===== config.mk =====
export PLATFORM = sky130hd
export DESIGN_NAME = cs_bank_ctrl
export DESIGN_NICKNAME = d
export VERILOG_FILES = /design/src/rtl/cs_bank_pkg.sv /design/src/rtl/cs_addr_match.sv /design/src/rtl/cs_beat_seq.sv /design/src/rtl/cs_bank_ctrl.sv
export SDC_FILE = /design/constraint.sdc
export NUM_CORES = 1
export LEC_CHECK = 0
export ABC_CLOCK_PERIOD_IN_PS = 3500
export BUFFER_PORTS_ARGS = -buffer_cell sky130_fd_sc_hd__buf_2
export CAP_MARGIN = 10
export CORE_MARGIN = 5
export CORE_UTILIZATION = 30
export DETAILED_ROUTE_END_ITERATION = 10
export PLACE_DENSITY = 0.67
export SYNTH_ARGS = -nofsm -noshare
export SYNTH_HDL_FRONTEND = slang
export SYNTH_SLANG_ARGS = --single-unit

===== constraint.sdc =====
create_clock -name clk_i -period 3.5 [get_ports clk_i]
set_input_delay 0.35 -clock clk_i [delete_from_list [all_inputs] [get_ports clk_i]]
set_output_delay 0.35 -clock clk_i [all_outputs]
set_load 0.005 [all_outputs]

===== src/rtl/cs_bank_pkg.sv =====
`timescale 1ns/1ps
package cs_bank_pkg;
  localparam int unsigned SHORT_BEATS = 4;
  localparam int unsigned LONG_BEATS  = 8;
  localparam int unsigned BEAT_W      = $clog2(LONG_BEATS);

  typedef enum logic [1:0] {
    PS_32  = 2'b00,
    PS_8   = 2'b01,
    PS_16  = 2'b10,
    PS_RSV = 2'b11
  } psize_e;

  typedef struct packed {
    logic wr;
    logic be_mode;
    logic late;
    logic tog;
  } strb_cfg_t;
endpackage


===== src/rtl/cs_addr_match.sv =====
`timescale 1ns/1ps
module cs_addr_match
  import cs_bank_pkg::*;
#(
  parameter int unsigned AW    = 17,
  parameter int unsigned TW    = 3,
  parameter int unsigned LANES = 4
) (
  input  logic [AW-1:0]    addr_i,
  input  logic [TW-1:0]    atype_i,
  input  logic [AW-1:0]    base_i,
  input  logic [AW-1:0]    amask_i,
  input  logic [TW-1:0]    tbase_i,
  input  logic [TW-1:0]    tmask_i,
  input  logic [1:0]       psize_i,
  input  logic [LANES-1:0] byte_sel_i,
  output logic             hit_o,
  output logic [LANES-1:0] lanes_o
);
  localparam int unsigned HALF = (LANES > 1) ? LANES / 2 : 1;

  logic [LANES-1:0] size_mask;

  always_comb begin
    size_mask = '0;
    unique case (psize_e'(psize_i))
      PS_32:   size_mask = '1;
      PS_16:   size_mask[HALF-1:0] = '1;
      PS_8:    size_mask[0] = 1'b1;
      default: size_mask = '0;
    endcase
  end

  assign hit_o   = (((addr_i ^ base_i) & amask_i) == '0) &&
                   (((atype_i ^ tbase_i) & tmask_i) == '0) &&
                   (psize_i != PS_RSV);
  assign lanes_o = byte_sel_i & size_mask;
endmodule


===== src/rtl/cs_beat_seq.sv =====
`timescale 1ns/1ps
module cs_beat_seq #(
  parameter int unsigned WS_W   = 4,
  parameter int unsigned BEAT_W = 3
) (
  input  logic              clk_i,
  input  logic              rst_ni,
  input  logic              start_i,
  input  logic [WS_W-1:0]   ws_i,
  input  logic [BEAT_W-1:0] last_i,
  input  logic              ext_i,
  input  logic              ext_ack_i,
  output logic              active_o,
  output logic              done_o,
  output logic              first_o,
  output logic              last_o
);
  logic              active_q, ext_q;
  logic [WS_W-1:0]   ws_q, wcnt_q;
  logic [BEAT_W-1:0] idx_q, last_q;

  assign active_o = active_q;
  assign done_o   = active_q && (ext_q ? ext_ack_i : (wcnt_q == '0));
  assign first_o  = (idx_q == '0);
  assign last_o   = (idx_q == last_q);

  always_ff @(posedge clk_i or negedge rst_ni) begin
    if (!rst_ni) begin
      active_q <= 1'b0;
      ext_q    <= 1'b0;
      ws_q     <= '0;
      wcnt_q   <= '0;
      idx_q    <= '0;
      last_q   <= '0;
    end else if (!active_q) begin
      if (start_i) begin
        active_q <= 1'b1;
        ext_q    <= ext_i;
        ws_q     <= ws_i;
        wcnt_q   <= ws_i;
        idx_q    <= '0;
        last_q   <= last_i;
      end
    end else if (done_o) begin
      if (last_o) active_q <= 1'b0;
      idx_q  <= idx_q + 1'b1;
      wcnt_q <= ws_q;
    end else if (!ext_q && wcnt_q != '0) begin
      wcnt_q <= wcnt_q - 1'b1;
    end
  end
endmodule


===== src/rtl/cs_bank_ctrl.sv =====
`timescale 1ns/1ps
module cs_bank_ctrl
  import cs_bank_pkg::*;
#(
  parameter int unsigned AW    = 17,
  parameter int unsigned TW    = 3,
  parameter int unsigned WS_W  = 4,
  parameter int unsigned LANES = 4
) (
  input  logic             clk_i,
  input  logic             rst_ni,
  input  logic [AW-1:0]    addr_i,
  input  logic [TW-1:0]    atype_i,
  input  logic             wr_i,
  input  logic             ts_i,
  input  logic             burst_i,
  input  logic [LANES-1:0] byte_sel_i,
  input  logic [AW-1:0]    cfg_base_i,
  input  logic [AW-1:0]    cfg_amask_i,
  input  logic [TW-1:0]    cfg_atype_i,
  input  logic [TW-1:0]    cfg_atmask_i,
  input  logic [1:0]       cfg_psize_i,
  input  logic             cfg_wp_i,
  input  logic             cfg_blen8_i,
  input  logic             burst_en_i,
  input  logic             cfg_byte_en_i,
  input  logic             cfg_late_i,
  input  logic             cfg_toggle_i,
  input  logic             cfg_ext_ack_i,
  input  logic [WS_W-1:0]  cfg_ws_i,
  input  logic             ext_ack_i,
  input  logic             wperr_clr_i,
  output logic             cs_o,
  output logic [LANES-1:0] strb_o,
  output logic             burst_act_o,
  output logic             ack_o,
  output logic             wperr_o,
  output logic             tea_req_o,
  output logic             cfg_err_o
);
  localparam logic [BEAT_W-1:0] LAST_SHORT = BEAT_W'(SHORT_BEATS - 1);
  localparam logic [BEAT_W-1:0] LAST_LONG  = BEAT_W'(LONG_BEATS - 1);

  logic             hit, active, done, first, last;
  logic             start, wp_hit;
  logic [LANES-1:0] lanes, lanes_q;
  logic [BEAT_W-1:0] last_idx;
  strb_cfg_t        scfg_q;
  logic             wperr_q, tea_q, ext_q;

  cs_addr_match #(.AW(AW), .TW(TW), .LANES(LANES)) u_match (
    .addr_i    (addr_i),
    .atype_i   (atype_i),
    .base_i    (cfg_base_i),
    .amask_i   (cfg_amask_i),
    .tbase_i   (cfg_atype_i),
    .tmask_i   (cfg_atmask_i),
    .psize_i   (cfg_psize_i),
    .byte_sel_i(byte_sel_i),
    .hit_o     (hit),
    .lanes_o   (lanes)
  );

  // a start seen while busy is dropped
  assign start  = ts_i && hit && !active && !(wr_i && cfg_wp_i);
  assign wp_hit = ts_i && hit && !active && wr_i && cfg_wp_i;

  always_comb begin
    last_idx = '0;
    if (burst_i && burst_en_i) last_idx = cfg_blen8_i ? LAST_LONG : LAST_SHORT;
  end

  cs_beat_seq #(.WS_W(WS_W), .BEAT_W(BEAT_W)) u_seq (
    .clk_i    (clk_i),
    .rst_ni   (rst_ni),
    .start_i  (start),
    .ws_i     (cfg_ws_i),
    .last_i   (last_idx),
    .ext_i    (cfg_ext_ack_i),
    .ext_ack_i(ext_ack_i),
    .active_o (active),
    .done_o   (done),
    .first_o  (first),
    .last_o   (last)
  );

  always_ff @(posedge clk_i or negedge rst_ni) begin
    if (!rst_ni) begin
      scfg_q  <= '0;
      lanes_q <= '0;
      ext_q   <= 1'b0;
    end else if (start) begin
      scfg_q.wr      <= wr_i;
      scfg_q.be_mode <= cfg_byte_en_i;
      // illegal late+toggle falls back to normal timing
      scfg_q.late    <= cfg_late_i && !cfg_toggle_i;
      scfg_q.tog     <= cfg_toggle_i && !cfg_late_i;
      lanes_q        <= lanes;
      ext_q          <= cfg_ext_ack_i;
    end
  end

  always_ff @(posedge clk_i or negedge rst_ni) begin
    if (!rst_ni) begin
      wperr_q <= 1'b0;
      tea_q   <= 1'b0;
    end else begin
      tea_q <= wp_hit;
      if (wp_hit)           wperr_q <= 1'b1;
      else if (wperr_clr_i) wperr_q <= 1'b0;
    end
  end

  always_comb begin
    burst_act_o = 1'b0;
    if (active && !last) begin
      if (scfg_q.late)     burst_act_o = !first || done;
      else if (scfg_q.tog) burst_act_o = !done;
      else                 burst_act_o = 1'b1;
    end
  end

  assign cs_o      = active;
  assign strb_o    = (active && (scfg_q.be_mode || scfg_q.wr)) ? lanes_q : '0;
  assign ack_o     = done && !ext_q;
  assign wperr_o   = wperr_q;
  assign tea_req_o = tea_q;
  assign cfg_err_o = cfg_late_i && cfg_toggle_i;
endmodule


==> impl_metrics.prom <==
# TYPE chip_impl_metric gauge
chip_impl_info{name="outcome",value="completed"} 1
chip_impl_info{name="layout.cells.most_common_list",value="sky130_fd_sc_hd__buf_2 (93), sky130_fd_sc_hd__dfrtp_1 (26), sky130_fd_sc_hd__nand2_1 (24), sky130_fd_sc_hd__xor2_1 (21)"} 1
chip_impl_metric{name="synth-xor-area-share",unit="%"} 12.5
chip_impl_metric{name="critical_path_arrival",unit="ps"} 1790
chip_impl_metric{name="total_via_count_in_the_routed_design",unit=""} 1550
chip_impl_info{name="rsz0062_at_grt",value="false"} 1
chip_impl_metric{name="synth-seq-area-share",unit="%"} 40.3
chip_impl_metric{name="power.net_switching",unit="µW"} 229
chip_impl_info{name="synth_ff_type",value="sky130_fd_sc_hd__dfrtp_1"} 1
chip_impl_metric{name="synth-compound-area-share",unit="%"} 16.3
chip_impl_info{name="crit_path_cell_trace",value="inv_1, ha_1, a21boi_1, nand2b_1, nor2_1, buf_2"} 1
chip_impl_metric{name="syn-instance-count",unit=""} 172
chip_impl_metric{name="syn-mean-instance-area",unit="µm²"} 9.38
chip_impl_metric{name="layout.nets",unit=""} 354
chip_impl_metric{name="final_hold_viol_count",unit=""} 0
chip_impl_metric{name="grt_first_pass_wirelength",unit="µm"} 6760
chip_impl_metric{name="cts.reportedPaths.clkPinSlew",unit="ps"} 90
chip_impl_metric{name="cts.repair.resized",unit=""} 0
chip_impl_metric{name="async_reset_ff_share",unit="%"} 100
chip_impl_metric{name="detailed_router_iteration_count_before_antenna_repair",unit=""} 4
chip_impl_metric{name="cts.repair_timing.setup_buffer_count",unit=""} 0
chip_impl_metric{name="global_router_s_overall_resource_usage",unit="%"} 11.5
chip_impl_metric{name="fraction_of_final_layout_cells_sized_beyond_drive_strength_1",unit="%"} 39.1
chip_impl_metric{name="peakVddDrop",unit="µV"} 180
chip_impl_metric{name="grt_antenna_before_repair",unit=""} 0
chip_impl_metric{name="swShare",unit="%"} 29.2
chip_impl_metric{name="antenna_cells",unit=""} 0
chip_impl_metric{name="gp_routability_congestion",unit=""} 0.791
chip_impl_metric{name="leakagePower",unit="nW"} 1.17
chip_impl_metric{name="final_antenna_net_count",unit=""} 0
chip_impl_info{name="critical_path.startpoint_type",value="flip-flop"} 1
chip_impl_metric{name="grt_pass1_vias",unit=""} 1655
chip_impl_metric{name="number_of_port_buffers",unit=""} 93
chip_impl_metric{name="io-pin-count",unit=""} 94
chip_impl_metric{name="maxClockFrequency",unit="MHz"} 466
chip_impl_metric{name="maxCapViolations",unit=""} 0
chip_impl_metric{name="int_pwr",unit="µW"} 556
chip_impl_metric{name="timing_worst_slew_pin_value",unit="ps"} 612
chip_impl_metric{name="avgViaCountPerCell",unit=""} 4.61
chip_impl_metric{name="cp_data_required_time",unit="ps"} 3150
chip_impl_metric{name="max_slew_margin",unit="%"} 59.1
chip_impl_metric{name="initial_utilization",unit="%"} 31.2
chip_impl_metric{name="num_cts_buffers",unit=""} 3
chip_impl_metric{name="globalRoute.totalOverflow",unit=""} 0
chip_impl_metric{name="cts_buffer_depth",unit=""} 2
chip_impl_info{name="critical_path.top_delay_family",value="flip-flops"} 1
chip_impl_metric{name="grt_start_max_net_pins",unit=""} 27
chip_impl_metric{name="area.growth.synth_to_final",unit="%"} 36.4
chip_impl_info{name="hp-class",value="input pin to async pin"} 1
chip_impl_metric{name="synth.area.mux_share",unit="%"} 6.05
chip_impl_metric{name="drt_drc_violations_left",unit=""} 0
chip_impl_metric{name="number_of_enable_type_register_cells_in_the_synthesized_netlist",unit=""} 0
chip_impl_metric{name="routed_wirelength",unit="µm"} 4030
chip_impl_metric{name="clk-insertion-delay-late",unit="ps"} 260
chip_impl_metric{name="die_x",unit="µm"} 83.4
chip_impl_metric{name="setup-tns-final",unit="ps"} 0
chip_impl_metric{name="post-route-min-period",unit="ps"} 2140
chip_impl_metric{name="wl_per_cell",unit="µm"} 12.0
chip_impl_metric{name="dr.first_iter.drc_count",unit=""} 65
chip_impl_metric{name="yosysUniqueCellTypes",unit=""} 35
chip_impl_metric{name="synthesis.area",unit="µm²"} 1610
chip_impl_metric{name="placeableCoreArea",unit="µm²"} 5170
chip_impl_metric{name="clock_sink_count",unit=""} 26
chip_impl_metric{name="synth_simple_gate_area_share",unit="%"} 19.5
chip_impl_metric{name="mappedNetlistNets",unit=""} 259
chip_impl_metric{name="yosysWarningCount",unit=""} 0
chip_impl_metric{name="critical_path_peak_fanout",unit=""} 7
chip_impl_metric{name="dpl.hpwl",unit="µm"} 3470
chip_impl_metric{name="final_min_period_over_clock_period",unit="%"} 61.3
chip_impl_metric{name="placedInstanceArea",unit="µm²"} 2150
chip_impl_metric{name="cpPeakStageDelay",unit="ps"} 390
chip_impl_metric{name="power.clock.fraction",unit="%"} 24.1
chip_impl_metric{name="cts.hold.buffers_added",unit=""} 0
chip_impl_info{name="cts_tree",value="built"} 1
chip_impl_info{name="layout_commonest_cell",value="sky130_fd_sc_hd__buf_2"} 1
chip_impl_metric{name="yosys.area_share.adder",unit="%"} 2.33
chip_impl_metric{name="synth_seq_cells",unit=""} 26
chip_impl_metric{name="floorplan.die_area",unit="µm²"} 6950
chip_impl_metric{name="setup_violations",unit=""} 0
chip_impl_metric{name="seq_power_share",unit="%"} 46.7
chip_impl_info{name="cts_root_buffer",value="sky130_fd_sc_hd__clkbuf_8"} 1
chip_impl_metric{name="height_of_the_die",unit="µm"} 83.4
chip_impl_metric{name="power-per-cell-area",unit="nW/µm²"} 356
chip_impl_metric{name="power_frac_comb",unit="%"} 29.2
chip_impl_info{name="timing.critical_path.slowest_stage_cell",value="sky130_fd_sc_hd__dfrtp_1"} 1
chip_impl_metric{name="skew",unit="ps"} 1.68
chip_impl_metric{name="timing.final.max_slew_violations",unit=""} 0
chip_impl_metric{name="timing.critical_path.buf_inv",unit=""} 2
chip_impl_info{name="synth_top_family_by_area",value="simple AND/OR/NAND/NOR gates"} 1
chip_impl_metric{name="fillers",unit=""} 531
chip_impl_metric{name="rows",unit=""} 26
chip_impl_metric{name="h-tree-depth",unit=""} 1
chip_impl_info{name="timing_worst_setup_path_type",value="flip-flop to output pin"} 1
chip_impl_info{name="critical_path.endpoint_type",value="output pin"} 1
chip_impl_metric{name="layout.cell_area.non_filler",unit="µm²"} 2200
-- stage by stage --
stage / util [%] / setup slack (ps) / hold slack [ps] / instances / total power, mW
6_report: 42.6 / 1360 / 69.4 / 336 / 0.785
5_1_grt: 42.6 / 1170 / 124 / 336 / 0.845
2_1_floorplan: - / 1780 / 54.4 / 172 / 0.511
4_1_cts: 42.6 / 1340 / 89.9 / 336 / 0.792
3_3_place_gp: 41.5 / 1260 / 372 / 332 / 0.598
3_5_place_dp: 41.5 / 1200 / 377 / 332 / 0.602
-- layer usage --
metal,up-vias,track usage [%],part of all wire (%)
met5,-,0,0
met4,0,1.78,0.37
met3,2,3.66,8.9
met2,63,20.7,49
met1,685,13.4,42
li1,800,-,-
-- cell usage after synthesis, drive strengths merged, types with 2 or more instances --
master  instances  share of area [%]
ha              3                2.3
nor4            2               0.78
nand2          24                5.6
o221a           3                2.1
inv             8                1.9
buf             2                1.0
mux2            6                4.2
nand2b          5                1.9
nand3           4                1.2
xnor2           2                1.1
dfrtp          26                 40
and3            2               0.78
o211ai          3                1.4
a22oi           9                4.2
nand4           4                1.9
and2            5                1.9
xor2           21                 11
nor2            8                1.9
mux2i           3                1.9
o21ai          14                4.3
and4            4                2.5
nor3            3               0.93
a21oi           4                1.2
-- cells by family after synthesis --
logic type / Yosys count
AO/OA/AOI/OAI: 39
XOR/XNOR: 23
adder cells (fa/ha/maj): 3
buffers and inverters: 11
flip-flops: 26
multiplexers: 9
AND/OR/NAND/NOR: 61
-- flip-flops by register name (all words and copies together), names as in the netlist --
signal and count:
ext_q 1, lanes_q 4, scfg_q 4, tea_req_o 1, u_seq.active_o 1, u_seq.ext_q 1, u_seq.idx_q 3, u_seq.last_q 2
u_seq.wcnt_q 4, u_seq.ws_q 4, wperr_o 1
-- worst reg2reg max path: stages, from the launching register on --
cell                      delay, ps
sky130_fd_sc_hd__dfrtp_1        490
sky130_fd_sc_hd__inv_2          150
sky130_fd_sc_hd__and3_1         180
sky130_fd_sc_hd__and4_4         230
sky130_fd_sc_hd__nand4_2        470
sky130_fd_sc_hd__o221a_2        500
-- final cells by class --
| class | count | area [µm²] | area share (%) |
|---|---|---|---|
| Clock buffer | 4 | 55.1 | 2.50 |
| Inverter | 8 | 30.0 | 1.36 |
| Multi-Input combinational cell | 135 | 913 | 41.5 |
| Sequential cell | 26 | 651 | 29.5 |
| Tap cell | 70 | 87.6 | 3.98 |
| Timing Repair Buffer | 93 | 465 | 21.1 |
-- worst paths after layout --
check,end,depth (start not counted),slack (ps),startpoint
max in group asynchronous,u_seq.ws_q[2],1,3070,rst_ni
min in group clk_i,scfg_q[2],2,300,cfg_byte_en_i
worst min register to register,u_seq.ws_q[2],2,470,u_seq.ws_q[2]
worst min-delay path,u_seq.ws_q[0],1,70,rst_ni
worst max register to register,u_seq.wcnt_q[3],5,1370,u_seq.active_o
worst max-delay path,ack_o,6,1360,u_seq.wcnt_q[0]
-- power by group through the flow --
stage	combinational [mW]	sequential (mW)	clock, mW
2_1_floorplan	0.148	0.363	0
3_3_place_gp	0.225	0.373	0
3_5_place_dp	0.231	0.371	0
4_1_cts	0.231	0.367	0.194
5_1_grt	0.265	0.372	0.209
6_report	0.229	0.367	0.189
(Power assumes the default switching activity.)
